**src/rtl/lbdma_pkg.sv**
```systemverilog
package lbdma_pkg;
  typedef enum logic [1:0] {
    BUS_IDLE    = 2'd0,
    BUS_OWNED   = 2'd1,
    BUS_CLOSING = 2'd2
  } bus_state_t;
endpackage

```
**src/rtl/lbdma_seq.sv**
```systemverilog
module lbdma_seq
  import lbdma_pkg::*;
(
  input  logic       clk,
  input  logic       lrst_n,
  input  logic       hold_req,
  input  logic       last_beat,
  output bus_state_t state,
  output logic       hold_ack
);
  bus_state_t nxt;

  always_comb begin
    nxt = state;
    unique case (state)
      BUS_IDLE:    if (hold_req) nxt = BUS_OWNED;
      BUS_OWNED: begin
        if (!hold_req)      nxt = BUS_IDLE;     // early release
        else if (last_beat) nxt = BUS_CLOSING;  // final word taken
      end
      BUS_CLOSING: if (!hold_req) nxt = BUS_IDLE;
      default:     nxt = BUS_IDLE;
    endcase
  end

  always_ff @(posedge clk or negedge lrst_n) begin
    if (!lrst_n) state <= BUS_IDLE;
    else         state <= nxt;
  end

  assign hold_ack = (state != BUS_IDLE);
endmodule

```
**src/rtl/lbdma_beat.sv**
```systemverilog
module lbdma_beat
  import lbdma_pkg::*;
#(
  parameter int DATA_W = 32
) (
  input  bus_state_t        state,
  input  logic              hold_req,
  input  logic              fifo_valid,
  input  logic [DATA_W-1:0] fifo_data,
  output logic              beat,
  output logic              ready_n,
  output logic              fifo_rd,
  output logic [DATA_W-1:0] ld
);
  // A word moves only while the grant is live and the stream offers one.
  assign beat    = (state == BUS_OWNED) && hold_req && fifo_valid;
  assign ready_n = !beat;
  assign fifo_rd = beat;
  assign ld      = beat ? fifo_data : '0;
endmodule

```
**src/rtl/lbdma_irq.sv**
```systemverilog
module lbdma_irq #(
  parameter int LEVEL_W = 10
) (
  input  logic               clk,
  input  logic               lrst_n,
  input  logic               bus_idle,
  input  logic               hold_req,
  input  logic [LEVEL_W-1:0] fifo_level,
  input  logic [LEVEL_W-1:0] fill_mark,
  output logic               irq
);
  logic reached;
  assign reached = (fifo_level >= fill_mark);

  always_ff @(posedge clk or negedge lrst_n) begin
    if (!lrst_n) irq <= 1'b0;
    else         irq <= bus_idle && !hold_req && reached;
  end
endmodule

```
**src/rtl/lbdma_target.sv**
```systemverilog
module lbdma_target
  import lbdma_pkg::*;
#(
  parameter int DATA_W  = 32,
  parameter int LEVEL_W = 10
) (
  input  logic               clk,
  input  logic               lrst_n,
  input  logic               hold_req,
  output logic               hold_ack,
  input  logic               blast_n,
  output logic               ready_n,
  output logic [DATA_W-1:0]  ld,
  input  logic               fifo_valid,
  input  logic [DATA_W-1:0]  fifo_data,
  output logic               fifo_rd,
  input  logic [LEVEL_W-1:0] fifo_level,
  input  logic [LEVEL_W-1:0] fill_mark,
  output logic               irq
);
  bus_state_t state;
  logic       beat;
  logic       last_beat;

  assign last_beat = beat && !blast_n;

  lbdma_seq u_seq (
    .clk       (clk),
    .lrst_n    (lrst_n),
    .hold_req  (hold_req),
    .last_beat (last_beat),
    .state     (state),
    .hold_ack  (hold_ack)
  );

  lbdma_beat #(.DATA_W(DATA_W)) u_beat (
    .state      (state),
    .hold_req   (hold_req),
    .fifo_valid (fifo_valid),
    .fifo_data  (fifo_data),
    .beat       (beat),
    .ready_n    (ready_n),
    .fifo_rd    (fifo_rd),
    .ld         (ld)
  );

  lbdma_irq #(.LEVEL_W(LEVEL_W)) u_irq (
    .clk        (clk),
    .lrst_n     (lrst_n),
    .bus_idle   (state == BUS_IDLE),
    .hold_req   (hold_req),
    .fifo_level (fifo_level),
    .fill_mark  (fill_mark),
    .irq        (irq)
  );
endmodule

```
**config.mk**
```make
export PLATFORM = sky130hd
export DESIGN_NAME = lbdma_target
export DESIGN_NICKNAME = d
export VERILOG_FILES = /design/src/rtl/lbdma_pkg.sv /design/src/rtl/lbdma_seq.sv /design/src/rtl/lbdma_beat.sv /design/src/rtl/lbdma_irq.sv /design/src/rtl/lbdma_target.sv
export SDC_FILE = /design/constraint.sdc
export NUM_CORES = 1
export LEC_CHECK = 0
export ABC_AREA = 1
export BUFFER_PORTS_ARGS = -buffer_cell sky130_fd_sc_hd__buf_2
export CAP_MARGIN = 20
export CORE_MARGIN = 3
export CORE_UTILIZATION = 28
export CTS_CLUSTER_SIZE = 12
export DETAILED_ROUTE_END_ITERATION = 7
export GPL_TIMING_DRIVEN = 0
export PLACE_DENSITY = 0.85
export SETUP_SLACK_MARGIN = 0.3
export SYNTH_ARGS = -nofsm -noshare
export SYNTH_HDL_FRONTEND = slang
export SYNTH_SLANG_ARGS = --single-unit
export TNS_END_PERCENT = 5
```
**constraint.sdc**
```tcl
create_clock -name clk -period 1 [get_ports clk]
set_input_delay 0.15 -clock clk [delete_from_list [all_inputs] [get_ports clk]]
set_output_delay 0.15 -clock clk [all_outputs]
set_load 0.01 [all_outputs]
```
==> impl_metrics.tcl, run 1 <==
set metrics [dict create \
    outcome "finished with violations" \
    violations "negative setup slack" \
    initial_utilization 0.307 \
    wl_per_cell_microns 9.41 \
    avgSynthCellArea_sq_um 5.47 \
    regArea_sq_um 75.1 \
    cts_max_path_buffers 2 \
    synth_edf_count 0 \
    fin_skew_ps 1.26 \
    grt_pass1_vias 956 \
    syn_nets 197 \
    placed_area_sq_mm 0.00130 \
    required_ps 850 \
    crit_chain "inv_2 > nand2_2 > nor2_4 > inv_4 > buf_6 > nor2_2 > buf_2" \
    rsz0062_at_grt "yes" \
    setup_violations 35 \
    floorplan.die_area_sq_mm 0.00318 \
    drtPass1Iterations 4 \
    wl_microns 2400 \
    antenna_found_initial 0 \
    period_share 1.44 \
    final_cell_area_sq_mm 0.00142 \
    vias_per_cell 3.99 \
    synth_warnings 0 \
    cts_tree "yes" \
    synthFlopType "dfrtp_1" \
    max_cap_violations 0 \
    synthMostInstantiatedCell "inv_1" \
    n_antenna_cell 0 \
    synth_cell_types 14 \
    grt_first_pass_wirelength_microns 3640 \
    dieHeight_microns 56.4 \
    netlist_area_sq_um 711 \
    tns_ps -13720 \
    multi_input_area_sq_um 566 \
    row_count 17 \
    rrSetupSlack_ps 70 \
    syn2layout_area_growth_pct 100 \
    nets 295 \
    whs_ps 140 \
    core-area_sq_mm 0.00232 \
    drtAntennaViolNets 0 \
    async_flop_share 1.00 \
    path_clk_slew_ps 40 \
    fmax_ghz 0.696 \
    num_io_pins 93 \
    syn_inst 130 \
    root_buffer "clkbuf_4" \
    ys_ff_latch 3 \
    initialDrtViolationCount 30 \
    ys_seq_area_frac 0.106 \
    grt_overflow 0 \
    cp.arrival_ps 1290 \
    slowest_stage "dfrtp_1" \
    dr_wl_met3_microns 190 \
    grtUsageTotal 0.139 \
    dr.max_layer_used "met3" \
    drv_slew 0 \
    tightest_slew_ps 144 \
    finalHoldViolCount 0 \
    final.min_clock_period_ps 1440 \
    layout_setup_ws_ps -437 \
    htree_levels 1 \
    power.leakage_uw 0.000968 \
    powerDensity_mw_per_mm2 550 \
    drive_gt1_frac 0.621 \
    clk-insertion-delay-late_ps 230 \
    path_class "reg -> out" \
    detailed_place_hpwl_microns 2060 \
    ys_top_cells_by_count "inv_1 (50), nor2_1 (29), nand2_1 (16)" \
    wl_met1_microns 806 \
    numPortBuffers 92 \
    synth_area_leaders "inv_1 (26%), ha_1 (18%), nor2_1 (15%)" \
    synth_top_cell_by_area "inv_1" \
    critPathLaunchType "flip-flop" \
    irDropWorstVdd_mv 0.559 \
    gp_congestion 0.674 \
    min_path_type "in -> reg" \
    fillers 223 \
    crit_path_max_fanout 10 \
    cpPeakStageDelay_ps 380 \
    vias 1017 \
    slew_headroom 0.903 \
    dieWidth_microns 56.4 \
    synth.top_cell.area_share 0.264 \
    drcViolationCount 0 \
    clkSinkCount 3 \
    cts_made_buffers 3 \
    grt_max_degree 11 \
    end_kind "output pin" \
    dr_wl_met2_microns 1400 \
]
## per-layer routing
layer	vias up	global-route usage
li1	550	-
met1	430	0.129
met2	37	0.290
met3	0	0.0368
met4	0	0.0305
met5	-	0
## state kept, by name, summed over array words and instances (netlist names)
register,flops
u_seq.state,2
u_irq.irq,1
## cells by family after synthesis
| family | count (synthesis) | synth area share |
|---|---|---|
| AO/OA/AOI/OAI | 4 | 0.0317 |
| adder cells (fa/ha/maj) | 10 | 0.176 |
| buffers and inverters | 54 | 0.317 |
| flip-flops | 3 | 0.106 |
| AND/OR/NAND/NOR | 59 | 0.370 |
## final cells by class
cell class              count  share of cell area
well taps                  28              0.0246
clock buffers               4              0.0185
repair buffers             93               0.340
plain buffers               3              0.0299
multi-input cells          73               0.398
flip-flops and latches      3              0.0528
inverters                  51               0.136
## critical path, delay by kind of cell (launching register included)
kind	cells	cell delay [ps]
buf+inv	4	410
flops	1	380
simple gates	3	250
## cell usage in the layout (no fill, tap or decap), types with 4 or more instances in the layout
cell type,count
nor2_1,9
inv_1,45
nor2_4,10
inv_2,5
nor2_2,20
ha_4,5
buf_6,4
nand2_1,15
buf_2,90
ha_1,5
## path summary, 6_finish.rpt
check / from / end / cells past startpoint
hold reg to reg: u_seq.state[1] / u_seq.state[1] / 2
setup / recovery: u_seq.state[1] / ld[2] / 7
min in group asynchronous: lrst_n / u_seq.state[1] / 2
max in group asynchronous: lrst_n / u_irq.irq / 2
hold / removal: blast_n / u_seq.state[1] / 2
setup reg to reg: u_seq.state[1] / u_seq.state[1] / 5
## through the flow
step / total power [uW] / setup slack [ps] / cells / util
final: 782 / -437 / 255 / 0.613
after global routing: 851 / -508 / 255 / 0.613
after CTS: 774 / -452 / 255 / 0.599
after detailed placement: 534 / -229 / 250 / 0.561
after global placement: 521 / -209 / 250 / 0.561
after floorplan: 355 / -120 / 130 / -
## repair_timing
item,CTS,global route
cloned,0,0
hold buffers,1,0
pin swaps,5,5
hold endpoints to repair,3,0
gates resized for setup,7,8
setup endpoints to repair,39,39
buffers inserted,0,0
## where the power goes
part	leakage [uW]	internal (uW)	switching, uW
clock	0.0000150	149	58.2
combinational	0.000914	214	226
sequential	0.0000393	130	4.13
(Power assumes the default switching activity.)
==> run 2: changes to the inputs <==
- ABC_AREA: 1 -> default
- CORE_UTILIZATION: 28 -> 26
==> impl_metrics.tcl, run 2 <==
set metrics [dict create \
    final.min_clock_period_ps 1500 \
    min_path_type "in -> reg" \
    synth_area_leaders "and2_1 (32%), ha_1 (20%), dfrtp_1 (12%)" \
    synth_edf_count 0 \
    grt_overflow 0 \
    wl_microns 2440 \
    synthFlopType "dfrtp_1" \
    finalHoldViolCount 0 \
    ys_top_cells_by_count "and2_1 (32), inv_1 (11), ha_1 (10)" \
    clk-insertion-delay-late_ps 230 \
    syn_inst 81 \
    grt_pass1_vias 732 \
    cts_made_buffers 3 \
    final_common_cell "buf_2" \
    antenna_found_initial 0 \
    vias 862 \
    power_frac_comb 0.566 \
    synth_top_cell_by_area "and2_1" \
    root_buffer "clkbuf_4" \
    period_share 1.50 \
    core-area_sq_mm 0.00223 \
    cts_max_path_buffers 2 \
    floorplan.die_area_sq_mm 0.00299 \
    largest_reg_flops 2 \
    synth_cell_types 23 \
    avgSynthCellArea_sq_um 7.62 \
    netlist_area_sq_um 617 \
    grt_max_degree 11 \
    initialDrtViolationCount 2 \
    gp_congestion 0.647 \
    drtPass1Iterations 4 \
    layout_setup_ws_ps -495 \
    synth_warnings 0 \
    fillers 198 \
    p_int_uw 541 \
    tightest_slew_ps 273 \
    syn_nets 148 \
    p_seq_frac 0.168 \
    drv_slew 0 \
    syn2layout_area_growth_pct 131 \
    top_regs "u_seq.state x2, u_irq.irq x1" \
    wl_per_cell_microns 11.7 \
    fmax_ghz 0.669 \
    switchingPower_uw 258 \
    n_antenna_cell 0 \
    synth.top_cell.area_share 0.325 \
    clkSinkCount 3 \
    final_cell_mix "buf_2 (77), buf_6 (20), and2_1 (20)" \
    reg2reg_from "u_seq.state[1]" \
    htree_levels 1 \
    placed_area_sq_mm 0.00125 \
    rsz0062_at_grt "yes" \
    whs_ps 148 \
    outcome "finished with violations" \
    row_count 17 \
    initial_utilization 0.276 \
    nets 249 \
    end_kind "output pin" \
    powerDensity_mw_per_mm2 561 \
    dieHeight_microns 54.7 \
    power.leakage_uw 0.000820 \
    critPathLaunchType "flip-flop" \
    drive_gt1_frac 0.740 \
    p_clk_frac 0.266 \
    dieWidth_microns 54.7 \
    drcViolationCount 0 \
    max_cap_violations 0 \
    grtUsageTotal 0.138 \
    cp.arrival_ps 1350 \
    setup_violations 36 \
    crit_path_max_fanout 10 \
    drtAntennaViolNets 0 \
    hold_start "hold_req" \
    numPortBuffers 92 \
    startpoint "u_seq.state[1]" \
    fin_skew_ps 0.246 \
    irDropWorstVdd_mv 0.643 \
    multi_input_area_sq_um 612 \
    cts_tree "yes" \
    slew_headroom 0.818 \
    grt_first_pass_wirelength_microns 2960 \
    ys_seq_area_frac 0.122 \
    vias_per_cell 4.12 \
    async_flop_share 1.00 \
    detailed_place_hpwl_microns 1970 \
    num_io_pins 93 \
    top_register "u_seq.state" \
    power_uw 799 \
    path_clk_slew_ps 40 \
    violations "negative setup slack" \
    ys_ff_latch 3 \
    final_cell_area_sq_mm 0.00142 \
    p_sw_frac 0.323 \
    synthMostInstantiatedCell "and2_1" \
    path_class "reg -> out" \
    regArea_sq_um 75.1 \
    required_ps 850 \
]
-- run 2: cell count changes after synthesis, moves of 3 or more --
cell / change
buf_2: +3
nand3_1: -3
nor2_1: -26
inv_1: -39
nor2_2: -7
and2_1: +32
nand2_1: -14
buf_6: -3
-- run 2: cell type report --
| class | instances | area share |
|---|---|---|
| repair buffers | 96 | 0.418 |
| multi-input cells | 64 | 0.430 |
| flip-flops and latches | 3 | 0.0528 |
| clock buffers | 4 | 0.0185 |
| inverters | 11 | 0.0325 |
| plain buffers | 3 | 0.0237 |
| well taps | 28 | 0.0246 |
-- run 2: kinds of logic (layout without fill, tap and decap cells) --
family,Yosys count,after routing,share of synthesized area
and+or+nand+nor,45,45,0.450
adders and majority gates,10,10,0.203
buffers and inverters,14,114,0.0913
AOI/OAI and AO/OA,9,9,0.134
DFF,3,3,0.122
-- run 2: metrics by stage --
stage | worst slack (ps) | setup TNS, ps | utilization | instances
after floorplan | -135 | -3910 | - | 81
after global placement | -337 | -8420 | 0.558 | 201
after detailed placement | -343 | -8540 | 0.558 | 201
after CTS | -491 | -16250 | 0.624 | 209
after global routing | -580 | -18940 | 0.637 | 209
final | -495 | -16440 | 0.637 | 209
-- run 2: what timing repair did --
item / CTS / global route
buffers inserted: 2 / 0
hold endpoints to repair: 3 / 0
setup endpoints to repair: 39 / 39
hold buffers: 1 / 0
pin swaps: 12 / 2
cloned: 1 / 0
resized for setup: 17 / 6
-- run 2: worst paths after layout --
kind,end,slack [ps],depth (start not counted)
setup / recovery,ld[18],-500,5
hold / removal,u_irq.irq,150,2
setup reg to reg,u_irq.irq,-110,3
hold reg to reg,u_seq.state[0],570,2
max in group asynchronous,u_seq.state[1],640,2
min in group asynchronous,u_irq.irq,250,2
-- run 2: power groups by stage --
stage,registers (uW),logic (uW),clock network [uW]
after floorplan,136,221,0
after global placement,135,399,0
after detailed placement,135,406,0
after CTS,134,444,222
after global routing,135,505,236
final,134,452,212
-- run 2: layer usage --
| metal | part of all wire | GRT usage | up-vias |
|---|---|---|---|
| met3 | 0.066 | 0.0409 | 0 |
| met1 | 0.33 | 0.141 | 372 |
| met2 | 0.61 | 0.270 | 31 |
| met5 | 0 | 0 | - |
| li1 | - | - | 459 |
| met4 | 0 | 0.0249 | 0 |
-- run 2: worst max-delay path, stage by stage (launching register included) --
cell	delay, ps
dfrtp_1	370
nand2b_4	160
nor2_4	180
buf_6	150
and2_1	120
buf_2	130
==> run 3: changes to the inputs <==
- CORE_UTILIZATION: 26 -> 27
- CTS_BUF_LIST: default -> sky130_fd_sc_hd__clkbuf_8
- PLACE_DENSITY: 0.85 -> 0.87
==> impl_metrics.tcl, run 3 (synthesized netlist as in run 2, its figures left out) <==
set metrics [dict create \
    initialDrtViolationCount 3 \
    drtAntennaViolNets 0 \
    grt_first_pass_wirelength_microns 3470 \
    final_cell_mix "buf_2 (63), buf_6 (32), and2_4 (27)" \
    row_count 16 \
    cts_made_buffers 3 \
    irDropWorstVdd_mv 0.738 \
    wl_microns 3320 \
    path_clk_slew_ps 30 \
    numPortBuffers 92 \
    wl_per_cell_microns 15.7 \
    cts_tree "yes" \
    drtPass1Iterations 3 \
    gp_congestion 0.739 \
    grtUsageTotal 0.163 \
    num_io_pins 93 \
    layout_setup_ws_ps -531 \
    path_class "reg -> out" \
    end_kind "output pin" \
    required_ps 850 \
    top_regs "u_seq.state x2, u_irq.irq x1" \
    crit_path_max_fanout 7 \
    n_antenna_cell 0 \
    max_cap_violations 0 \
    outcome "finished with violations" \
    grt_use_met2 0.369 \
    violations "negative setup slack" \
    rsz0062_at_grt "yes" \
    place_ws_ps -322 \
    cp.arrival_ps 1380 \
    fillers 144 \
    regArea_sq_um 75.1 \
    final_common_cell "buf_2" \
    detailed_place_hpwl_microns 2140 \
    fmax_ghz 0.653 \
    drcViolationCount 0 \
    grt_max_degree 11 \
    dieWidth_microns 53.8 \
    multi_input_area_sq_um 647 \
    crit_chain "nand2b_4 > nor2_4 > buf_12 > buf_6 > and2_1 > buf_2" \
    htree_levels 1 \
    largest_reg_flops 2 \
    period_share 1.53 \
    min_path_type "in -> reg" \
    drive_gt1_frac 0.827 \
    antenna_found_initial 0 \
    cpPeakStageDelay_ps 380 \
    fin_skew_ps 0.772 \
    core-area_sq_mm 0.00206 \
    finalHoldViolCount 0 \
    slew_headroom 0.817 \
    drv_slew 0 \
    top_register "u_seq.state" \
    final_cell_area_sq_mm 0.00163 \
    grt_overflow 0 \
    power.leakage_uw 0.000895 \
    root_buffer "clkbuf_8" \
    initial_utilization 0.299 \
    placed_area_sq_mm 0.00124 \
    floorplan.die_area_sq_mm 0.00289 \
    whs_ps 173 \
    clkSinkCount 3 \
    vias 933 \
    met1_usage 0.129 \
    setup_violations 36 \
    cts_max_path_buffers 2 \
    powerDensity_mw_per_mm2 619 \
    grt_pass1_vias 890 \
    slowest_stage "dfrtp_1" \
    critPathLaunchType "flip-flop" \
    vias_per_cell 4.40 \
    clk-insertion-delay-late_ps 210 \
    nets 253 \
    top_usage_layer "met2" \
    fin_util 0.789 \
    final.min_clock_period_ps 1530 \
    dieHeight_microns 53.8 \
    tightest_slew_ps 271 \
    use_met3 0.0332 \
    syn2layout_area_growth_pct 164 \
]
-- run 3: cell types whose count changed in the layout (fill, tap and decap cells not counted), moves of 3 or more --
cell	before	now
buf_8	0	4
buf_6	20	32
clkbuf_4	3	0
and2_4	12	27
buf_2	77	63
clkbuf_8	0	3
and2_1	20	5
-- run 3: worst max-delay path, delay by kind of cell, from the launching register on --
kind	cells	cell delay (ps)
buffers and inverters	3	370
flip-flops	1	380
AND/OR/NAND/NOR	3	410
-- run 3: where the power goes --
part / total (uW) / switching (uW) / leakage [uW] / internal, uW
registers: 134 / 3.99 / 0.0000394 / 130
clock network: 340 / 78.5 / 0.0000269 / 261
logic: 534 / 222 / 0.000828 / 312
total: 1010 / 304 / 0.000895 / 703
-- run 3: final cells by class --
type	instances	share of cell area
Buffer	3	0.0277
Sequential cell	3	0.0461
Multi-Input combinational cell	64	0.397
Clock inverter	1	0.00231
Tap cell	27	0.0208
Timing Repair Buffer	100	0.452
Inverter	11	0.0284
Clock buffer	3	0.0254
-- run 3: final timing paths --
check / startpoint / endpoint / slack, ps / cells after the start
max reg2reg: u_seq.state[1] / u_irq.irq / -180 / 3
min reg2reg: u_seq.state[0] / u_irq.irq / 570 / 2
max in group asynchronous: lrst_n / u_seq.state[1] / 630 / 2
max: u_seq.state[1] / ld[16] / -530 / 6
min: hold_req / u_irq.irq / 170 / 2
min in group asynchronous: lrst_n / u_irq.irq / 270 / 2
-- run 3: layer usage --
metal | vias to the layer above | wire length [microns]
li1 | 469 | -
met1 | 434 | 1040
met2 | 28 | 2120
met3 | 2 | 142
met4 | 0 | 15
met5 | - | 0
-- run 3: what timing repair did --
item	CTS	global route
setup buffers	1	3
cloned	0	3
pin swaps	8	18
hold buffers	1	0
resized for setup	10	51
endpoints found under the setup margin	39	39
hold endpoints to repair	3	0
-- run 3: stage by stage --
stage	total power [uW]	std cells	setup TNS, ps
finish	1010	212	-16980
global route	1090	212	-18730
CTS	914	206	-15690
detailed placement	546	200	-9610
global placement	529	200	-8110
floorplan	356	81	-3910
